$ cat src/rtl/addr_latch_pkg.sv
package addr_latch_pkg;

  // Mode code is {wr_en_n, clr_n}
  typedef enum logic [1:0] {
    MODE_DEMUX = 2'b00,
    MODE_WRITE = 2'b01,
    MODE_CLEAR = 2'b10,
    MODE_HOLD  = 2'b11
  } lat_mode_e;

  function automatic lat_mode_e decode_mode(input logic wr_en_n, input logic clr_n);
    return lat_mode_e'({wr_en_n, clr_n});
  endfunction

endpackage

$ cat src/rtl/addr_latch_decode.sv
module addr_latch_decode #(
  parameter int ADDR_W = 3,
  localparam int NUM_BITS = 1 << ADDR_W
) (
  input  logic [ADDR_W-1:0]   addr,
  output logic [NUM_BITS-1:0] sel
);

  for (genvar i = 0; i < NUM_BITS; i++) begin : g_sel
    assign sel[i] = (addr == ADDR_W'(i));
  end

endmodule

$ cat src/rtl/addr_latch_next.sv
module addr_latch_next
  import addr_latch_pkg::*;
#(
  parameter int NUM_BITS = 8
) (
  input  lat_mode_e             mode,
  input  logic                  din,
  input  logic [NUM_BITS-1:0]   sel,
  input  logic [NUM_BITS-1:0]   cur,
  output logic [NUM_BITS-1:0]   nxt
);

  for (genvar i = 0; i < NUM_BITS; i++) begin : g_cell
    always_comb begin
      unique case (mode)
        MODE_WRITE: nxt[i] = sel[i] ? din : cur[i];
        MODE_DEMUX: nxt[i] = sel[i] & din;
        MODE_CLEAR: nxt[i] = 1'b0;
        default:    nxt[i] = cur[i];
      endcase
    end
  end

endmodule

$ cat src/rtl/addr_latch_bank.sv
module addr_latch_bank
  import addr_latch_pkg::*;
#(
  parameter int ADDR_W = 3,
  localparam int NUM_BITS = 1 << ADDR_W
) (
  input  logic                clk,
  input  logic                rst,
  input  logic [ADDR_W-1:0]   addr,
  input  logic                din,
  input  logic                wr_en_n,
  input  logic                clr_n,
  output logic [NUM_BITS-1:0] q
);

  lat_mode_e             mode;
  logic [NUM_BITS-1:0]   sel;
  logic [NUM_BITS-1:0]   nxt;

  assign mode = decode_mode(wr_en_n, clr_n);

  addr_latch_decode #(.ADDR_W(ADDR_W)) u_dec (
    .addr (addr),
    .sel  (sel)
  );

  addr_latch_next #(.NUM_BITS(NUM_BITS)) u_next (
    .mode (mode),
    .din  (din),
    .sel  (sel),
    .cur  (q),
    .nxt  (nxt)
  );

  always_ff @(posedge clk) begin
    if (rst) q <= '0;
    else     q <= nxt;
  end

endmodule

$ cat config.mk
export PLATFORM = sky130hd
export DESIGN_NAME = addr_latch_bank
export DESIGN_NICKNAME = d
export VERILOG_FILES = /design/src/rtl/addr_latch_pkg.sv /design/src/rtl/addr_latch_decode.sv /design/src/rtl/addr_latch_next.sv /design/src/rtl/addr_latch_bank.sv
export SDC_FILE = /design/constraint.sdc
export NUM_CORES = 1
export LEC_CHECK = 0
export BUFFER_PORTS_ARGS = -buffer_cell sky130_fd_sc_hd__clkbuf_2
export CORE_MARGIN = 2
export CORE_UTILIZATION = 26
export DETAILED_ROUTE_END_ITERATION = 10
export GPL_TIMING_DRIVEN = 0
export MAX_ROUTING_LAYER = met4
export PLACE_DENSITY_LB_ADDON = 0.08
export SYNTH_ARGS = -nofsm -noshare
export SYNTH_HDL_FRONTEND = slang
export SYNTH_SLANG_ARGS = --single-unit
export TNS_END_PERCENT = 30
$ cat constraint.sdc
create_clock -name clk -period 2.38 [get_ports clk]
set_input_delay 0.476 -clock clk [delete_from_list [all_inputs] [get_ports clk]]
set_output_delay 0.476 -clock clk [all_outputs]
set_load 0.02 [all_outputs]
==> results of run 1 <==
-- where the power goes --
part           leakage [uW]  switching, uW  internal, uW
registers         0.0000646          0.940           136
logic              0.000125           17.3          14.2
clock network     0.0000138           44.9          57.6
-- through the flow --
step | instance area, sq um | setup slack [ps] | hold WS, ps | utilization | power [uW]
finish | 506.7 | 1151 | 483.2 | 0.3485 | 271.0
global route | 506.7 | 1106 | 510.0 | 0.3485 | 286.2
CTS | 506.7 | 1137 | 490.0 | 0.3485 | 276.6
detailed placement | 484.2 | 1059 | 473.1 | 0.3330 | 171.6
global placement | 484.2 | 1065 | 474.6 | 0.3330 | 170.8
floorplan | 394.1 | 1298 | 560.1 | - | 156.4
-- worst reg2reg max path: stages, from the launching register on --
cell,delay (ps)
dfxtp_1,330
nand3b_1,70
mux2i_1,140
-- synthesized netlist by cell type (all sizes together) --
cell type / n / area, sq um
nand4b: 1 / 8.760
nor4b: 3 / 26.28
dfxtp: 8 / 160.2
nor4: 1 / 6.260
nand2b: 1 / 6.260
nand3b: 8 / 60.06
and4bb: 3 / 37.53
clkbuf: 1 / 5.000
buf: 1 / 3.750
mux2i: 8 / 80.08
-- path summary, 6_finish.rpt --
check | end | slack (ps) | cells after the start
hold / removal | q[4]$_SDFFE_PP0P_ | 480 | 2
setup / recovery | q[0] | 1150 | 1
setup reg to reg | q[0]$_SDFFE_PP0P_ | 1760 | 2
hold reg to reg | q[4]$_SDFFE_PP0P_ | 480 | 2
-- layout make-up --
| type | count | area, sq um |
|---|---|---|
| repair buffers | 14 | 70.07 |
| flip-flops and latches | 8 | 160.2 |
| well taps | 16 | 20.02 |
| clock buffers | 3 | 22.52 |
| plain buffers | 2 | 8.758 |
| fillers | 170 | 947.2 |
| multi-input cells | 25 | 225.2 |
-- cell families after synthesis --
group         synth area share
flops                   0.4063
buf+inv                0.02220
mux                     0.2032
simple gates            0.3683
-- layer usage --
metal / GRT usage / part of all wire / up-vias
met5: - / 0 / -
met4: 0.09091 / 0.0060 / 0
met3: 0.03404 / 0.068 / 2
met2: 0.1333 / 0.43 / 11
met1: 0.1292 / 0.49 / 156
li1: - / - / 170
==> impl_metrics.yaml, run 1 <==
global_route:
  grt_use_total: 0.1047
  grt_overflow: 0
  grt_max_degree: 10
  grt_pass1_wl_um: 1366
  antenna_found_initial: 0
  grt_pass1_vias: 311
layout:
  fin_cells: 68
  regMostFlops: "q"
  largest_reg_flops: 8
  area_growth_pct: 28.57
  mostFrequentLayoutCell: "clkbuf_2"
  nets: 62
  n_antenna_cell: 0
  drive_gt1_frac: 0.3846
  top_regs: "q x8"
  final_cell_mix: "clkbuf_2 (15), nand3b_1 (8), mux2i_1 (8), dfxtp_1 (8)"
sta:
  fmax_mhz: 813.6
  setup_viol: 0
  hold_violations: 0
  drv_slew: 0
  finalClockSkew_ps: 0
  tns_ps: 0
  relSlewSlack: 0.7506
  period_share: 0.5164
  worst_pin_slew_ps: 369.0
  rsz0062_at_grt: "no"
  finalCriticalPeriod_ps: 1229
pwr:
  p_leak_uw: 0.0002030
  p_per_area_mw_per_mm2: 534.7
  ir_worst_vdd_uv: 201.6
critical_path:
  slowest_stage: "dfxtp_1"
  crit_required_ps: 1900
  endpoint_kind: "output port"
  slowest_delay_ps: 330
  crit_path_start_kind: "register"
  crit_arrival_ps: 750
  crit_chain: "clkbuf_2"
  timing.rr.start: "q[0]$_SDFFE_PP0P_"
  cp_num_buf_inv: 1
  setup.worst_path.start: "q[0]$_SDFFE_PP0P_"
  cp_top_family: "flip-flops"
  critical_path_class: "register to output port"
  worstPathMaxFanout: 2
logic_synthesis:
  synthCells: 35
  ys_warn_count: 0
  synth_area_sq_um: 394.1
  ys_ff_latch: 8
  avgSynthCellArea_sq_um: 11.26
  synth_fp_nets: 43
  seq_area_frac_synth: 0.4063
  netlist-cell-type-count: 11
route:
  routed_wl_um: 835
  num_vias: 339
  drc: 0
  drt_iter0_drc: 3
  ant_nets: 0
  wl_per_cell_um: 12.28
  vias_per_cell: 4.985
  detail_route.first_pass.iterations: 4
die:
  die_x_um: 42.94
  io_pins: 16
  start_util: 0.2711
  core_sq_mm: 0.001454
  placement_rows: 14
  die_y_um: 42.94
  die_area_sq_mm: 0.001843
cts:
  postCtsResizedCells: 0
  cts_buffer_depth: 2
  path_clk_slew_ps: 50
  cts_hold_buffers: 0
  postCtsSetupBuffers: 0
  clockRootBuffer: "clkbuf_4"
  htreeDepth: 1
  cts_tree: "built"
  clock-sinks: 8
  cts_made_buffers: 3
  clk_latency_ps: 250
min_path:
  hold_path_class: "register to register"
  hold_start: "q[4]$_SDFFE_PP0P_"
placement:
  dp_cells: 65
  port_buffers: 14
  gp_congestion: 0.6279
run_status:
  outcome: "finished clean"
flow_run:
  cap_viol_max_count: 0
(Power assumes the default switching activity.)
==> run 2: changes to the inputs <==
--- a/config.mk
+++ b/config.mk
@@ -5,6 +5,7 @@
 export SDC_FILE = /design/constraint.sdc
 export NUM_CORES = 1
 export LEC_CHECK = 0
+export ABC_AREA = 1
 export BUFFER_PORTS_ARGS = -buffer_cell sky130_fd_sc_hd__clkbuf_2
 export CORE_MARGIN = 2
 export CORE_UTILIZATION = 26
==> constraint.sdc (replaced) <==
create_clock -name clk -period 1 [get_ports clk]
set_input_delay 0.2 -clock clk [delete_from_list [all_inputs] [get_ports clk]]
set_output_delay 0.2 -clock clk [all_outputs]
set_load 0.02 [all_outputs]
==> run 2 against run 1 <==
  * Sequential share of layout area fell by 2.2 points
  * Flip-flop and latch count stayed put
  * Count of clock-buffer cells in the layout stayed put
  * Cell count is 41% higher
  * Hold slack worse by 180 ps
  * Register-to-register slack lost 1400 ps
  * Critical path type unchanged
  * Largest power group unchanged
==> impl_metrics.yaml, run 2 <==
sta:
  rsz0062_at_grt: "no"
  relSlewSlack: 0.8310
  setup_viol: 0
  tns_ps: 0
  hold_violations: 0
  layout_setup_ws_ps: 62.44
  worst_pin_slew_ps: 253.2
  drv_slew: 0
  fmax_mhz: 1067
  finalCriticalPeriod_ps: 937.6
  finalClockSkew_ps: 0
  period_share: 0.9376
critical_path:
  cp_num_buf_inv: 1
  crit_chain: "clkbuf_2"
  critical_path_class: "register to output port"
  crit_arrival_ps: 740
  cp_top_family: "flip-flops"
  worstPathMaxFanout: 2
  crit_path_start_kind: "register"
  crit_required_ps: 800
  endpoint_kind: "output port"
  ff2ff_setup_slack_ps: 340
  slowest_stage: "dfxtp_1"
  slowest_delay_ps: 320
pwr:
  power_uw: 683.3
  p_leak_uw: 0.0002738
  sequentialPowerShare: 0.483
  power.internal_uw: 501.7
  switching_share: 0.2658
  ir_worst_vdd_uv: 708.0
  p_sw_uw: 181.6
  p_per_area_mw_per_mm2: 1253
  combPwrFrac: 0.164
  pwr-share-clk: 0.353
global_route:
  busiest_layer: "met2"
  antenna_found_initial: 0
  grt_overflow: 0
  use_met2: 0.1652
  grt_pass1_vias: 365
  use_met3: 0.07200
  grtUsageMet1: 0.1397
  grt_use_total: 0.1176
  grt_max_degree: 9
  grt_pass1_wl_um: 1600
cts:
  cts_made_buffers: 3
  cts_tree: "built"
  cts_hold_buffers: 0
  clk_latency_ps: 250
  cts_buffer_depth: 2
  postCtsResizedCells: 0
  path_clk_slew_ps: 50
  postCtsSetupBuffers: 0
  htreeDepth: 1
  clock-sinks: 8
  clockRootBuffer: "clkbuf_4"
placement:
  hpwl_um: 664.6
  placed_area_sq_um: 523.0
  gp_congestion: 0.6961
  dp_cells: 93
  preCtsSetupSlack_ps: 103.9
  port_buffers: 14
logic_synthesis:
  yosys.area.top_type_share: 0.3699
  synth_edf_count: 0
  synth_fp_nets: 71
  synthCells: 63
  async_flop_share: 0
  netlist-cell-type-count: 11
  yosys_most_used_dff: "dfxtp_1"
  seq_area_frac_synth: 0.3699
  synth_area_sq_um: 432.9
  ys_ff_latch: 8
  ys_warn_count: 0
  yosysMostFrequentCell: "nand2_1"
  synth_largest_area_cell: "dfxtp_1"
  avgSynthCellArea_sq_um: 6.872
  synth_area_leaders: "dfxtp_1 (37%), nand2_1 (15%), a21boi_1 (10%)"
  synth_commonest_cells: "nand2_1 (17), nor2_1 (9), dfxtp_1 (8), nand3_1 (8), a21boi_1 (6)"
die:
  core_sq_mm: 0.001541
  io_pins: 16
  die_y_um: 44.81
  start_util: 0.2808
  placement_rows: 14
  die_x_um: 44.81
  die_area_sq_mm: 0.002007
layout:
  top_regs: "q x8"
  fin_area_sq_um: 545.5
  n_fill_cell: 179
  mostFrequentLayoutCell: "nand2_1"
  regMostFlops: "q"
  n_antenna_cell: 0
  final_cell_mix: "nand2_1 (17), clkbuf_2 (14), nor2_1 (9), nand3_1 (8), dfxtp_1 (8)"
  largest_reg_flops: 8
  fin_cells: 96
  area_growth_pct: 26.01
  drive_gt1_frac: 0.3125
  nets: 90
flow_run:
  cap_viol_max_count: 0
run_status:
  outcome: "finished clean"
route:
  num_vias: 417
  detail_route.first_pass.iterations: 3
  routed_wl_um: 920
  drc: 0
  ant_nets: 0
  drt_iter0_drc: 5
  wl_per_cell_um: 9.583
  vias_per_cell: 4.344
min_path:
  hold_path_class: "input pin to register"
[run 2: changes by cell type after synthesis, sizes merged, moves of 2 or more]
cell / before / now
a21boi: 0 / 6
a21oi: 0 / 2
and4bb: 3 / 0
inv: 0 / 7
mux2i: 8 / 0
nand2: 0 / 17
nand3: 0 / 8
nand3b: 8 / 0
nor2: 0 / 13
nor4b: 3 / 0
[run 2: cell families after synthesis]
group / count (synthesis) / synth area share
flip-flops: 8 / 0.3699
AND/OR/NAND/NOR: 38 / 0.4220
buffers and inverters: 9 / 0.08089
AO/OA/AOI/OAI: 8 / 0.1272
[run 2: power by group through the flow]
stage	clock network [uW]	registers (uW)	logic [uW]
floorplan	0	347	61.7
global placement	0	337	113
detailed placement	0	337	112
CTS	261	330	113
global route	269	330	127
finish	241	330	112
[run 2: path summary, 6_finish.rpt]
kind	from	end	cells past startpoint
min	rst	q[1]$_SDFFE_PP0P_	4
min reg2reg	q[5]$_SDFFE_PP0P_	q[5]$_SDFFE_PP0P_	4
max	q[2]$_SDFFE_PP0P_	q[2]	1
max reg2reg	q[6]$_SDFFE_PP0P_	q[6]$_SDFFE_PP0P_	4
[run 2: per-stage QoR]
stage / util / hold slack, ps
global placement: 0.3393 / 548.0
floorplan: - / 413.6
finish: 0.3539 / 304.6
detailed placement: 0.3393 / 557.7
global route: 0.3539 / 358.6
CTS: 0.3539 / 299.4
[run 2: layout make-up]
| cell class | count | area [sq um] | area share |
|---|---|---|---|
| timing repair buffer | 14 | 70.07 | 0.1284 |
| buffer | 1 | 5.005 | 0.009174 |
| clock buffer | 3 | 22.52 | 0.04128 |
| sequential | 8 | 160.2 | 0.2936 |
| inverter | 8 | 30.03 | 0.05505 |
| multi-input combinational | 46 | 237.7 | 0.4358 |
| tap | 16 | 20.02 | 0.03670 |
[run 2: routing by layer]
metal / share of wire / vias up
met3: 0.057 / 0
met4: 0 / 0
met1: 0.46 / 173
met5: 0 / -
met2: 0.48 / 10
li1: - / 234
==> run 3: changes to the inputs <==
--- a/config.mk
+++ b/config.mk
@@ -13,6 +13,7 @@
 export GPL_TIMING_DRIVEN = 0
 export MAX_ROUTING_LAYER = met4
 export PLACE_DENSITY_LB_ADDON = 0.08
+export SETUP_SLACK_MARGIN = 0.4
 export SYNTH_ARGS = -nofsm -noshare
 export SYNTH_HDL_FRONTEND = slang
 export SYNTH_SLANG_ARGS = --single-unit
==> run 3 against run 2 <==
  * Hold slack worse by 6.1 ps
  * Total power is 7.0% higher
  * Maximum frequency increased by 1.2%
  * Non-clock buffer count stayed put
  * Die area is the same
  * Cell count increased by 1.0%
==> impl_metrics.yaml, run 3 (synthesized netlist as in run 2, its figures left out) <==
run_status:
  outcome: "finished clean"
die:
  die_x_um: 44.81
  die_area_sq_mm: 0.002007
  die_y_um: 44.81
  io_pins: 16
  placement_rows: 14
  core_sq_mm: 0.001541
  start_util: 0.2808
layout:
  drive_gt1_frac: 0.4938
  n_fill_cell: 164
  regMostFlops: "q"
  mostFrequentLayoutCell: "nand2_1"
  final_cell_mix: "nand2_1 (17), nand3_1 (8), nor2_1 (8)"
  largest_reg_flops: 8
  postLayoutCoreUtil: 0.4310
  top_regs: "q x8"
  area_growth_pct: 53.47
  n_antenna_cell: 0
  fin_cells: 97
  nets: 90
placement:
  dp_cells: 93
  port_buffers: 14
  hpwl_um: 730.8
  gp_congestion: 0.6554
route:
  ant_nets: 0
  num_vias: 441
  vias_per_cell: 4.546
  drc: 0
  detail_route.first_pass.iterations: 4
  drt_iter0_drc: 5
  wl_per_cell_um: 10.01
  routed_wl_um: 971
cts:
  path_clk_slew_ps: 60
  clk_latency_ps: 250
  htreeDepth: 1
  cts_tree: "built"
  cts_hold_buffers: 0
  cts_buffer_depth: 2
  clock-sinks: 8
  clockRootBuffer: "clkbuf_4"
  cts_made_buffers: 3
critical_path:
  cp_top_family: "flip-flops"
  cp_num_buf_inv: 1
  timing.rr.start: "q[0]$_SDFFE_PP0P_"
  crit_chain: "buf_8"
  endpoint_kind: "output port"
  crit_arrival_ps: 730
  slowest_delay_ps: 350
  crit_path_start_kind: "register"
  crit_required_ps: 800
  ff2ff_setup_slack_ps: 310
  slowest_stage: "dfxtp_4"
  r2r_end: "q[0]$_SDFFE_PP0P_"
  r2r_cells: 3
  worstPathMaxFanout: 2
  critical_path_class: "register to output port"
global_route:
  antenna_found_initial: 0
  grt_max_degree: 9
  grt_overflow: 0
  grt_pass1_wl_um: 1669
  grt_use_total: 0.1271
  grt_pass1_vias: 408
min_path:
  hold_start: "rst"
  worstHoldEndpoint: "q[7]$_SDFFE_PP0P_"
  hold_depth: 4
  hold_path_class: "input pin to register"
sta:
  fmax_mhz: 1079
  drv_slew: 0
  period_share: 0.9268
  worst_pin_slew_ps: 253.0
  relSlewSlack: 0.8312
  tns_ps: 0
  hold_violations: 0
  finalClockSkew_ps: 0
  rsz0062_at_grt: "yes"
  finalCriticalPeriod_ps: 926.8
  setup_viol: 0
flow_run:
  cap_viol_max_count: 0
pwr:
  ir_worst_vdd_uv: 477.9
  p_per_area_mw_per_mm2: 1100
  p_leak_uw: 0.0003071
[run 3: cell count changes in the layout (fill, tap and decap cells not counted), sizes merged]
cell	before	now
clkbuf	17	10
buf	1	9
[run 3: timing repair]
| item | in CTS | in global routing |
|---|---|---|
| gates resized for setup | 11 | 9 |
| setup buffers | 0 | 0 |
| endpoints found under the setup margin | 16 | 16 |
[run 3: stage by stage]
stage	instance area [sq um]	hold WS, ps	setup slack [ps]	power [uW]
6_report	664.4	298.5	73.16	730.8
5_1_grt	664.4	323.9	53.41	769.1
4_1_cts	654.4	297.3	47.84	742.6
3_5_place_dp	575.6	536.7	92.84	447.8
3_3_place_gp	575.6	534.9	88.44	446.1
2_1_floorplan	485.5	397.7	315.3	405.1
[run 3: where the power goes]
group / switching, uW / internal, uW / leakage [uW]
Combinational: 79.3 / 52.6 / 0.000222
Clock: 125 / 154 / 0.0000150
Sequential: 5.39 / 315 / 0.0000705
[run 3: layout make-up]
| type | instances | area, sq um | share of cell area |
|---|---|---|---|
| flip-flops and latches | 8 | 185.2 | 0.2787 |
| repair buffers | 14 | 132.6 | 0.1996 |
| plain buffers | 1 | 7.507 | 0.01130 |
| multi-input cells | 46 | 262.8 | 0.3955 |
| well taps | 16 | 20.02 | 0.03013 |
| inverters | 8 | 30.03 | 0.04520 |
| clock buffers | 4 | 26.28 | 0.03955 |
[run 3: how the worst max path moves through the flow]
| stage | from | to | cells after the start |
|---|---|---|---|
| 2_1_floorplan | wr_en_n | q[0]$_SDFFE_PP0P_ | 4 |
| 3_3_place_gp | addr[0] | q[3]$_SDFFE_PP0P_ | 6 |
| 3_5_place_dp | wr_en_n | q[2]$_SDFFE_PP0P_ | 5 |
| 4_1_cts | q[1]$_SDFFE_PP0P_ | q[1] | 1 |
| 5_1_grt | q[1]$_SDFFE_PP0P_ | q[1] | 1 |
| 6_report | q[1]$_SDFFE_PP0P_ | q[1] | 1 |
[run 3: per-layer routing]
metal | vias up | GRT usage | share of wire
met3 | 4 | 0.04800 | 0.038
met2 | 8 | 0.1797 | 0.44
met5 | - | - | 0
met1 | 193 | 0.1474 | 0.49
met4 | 0 | 0.08824 | 0.027
li1 | 236 | - | -
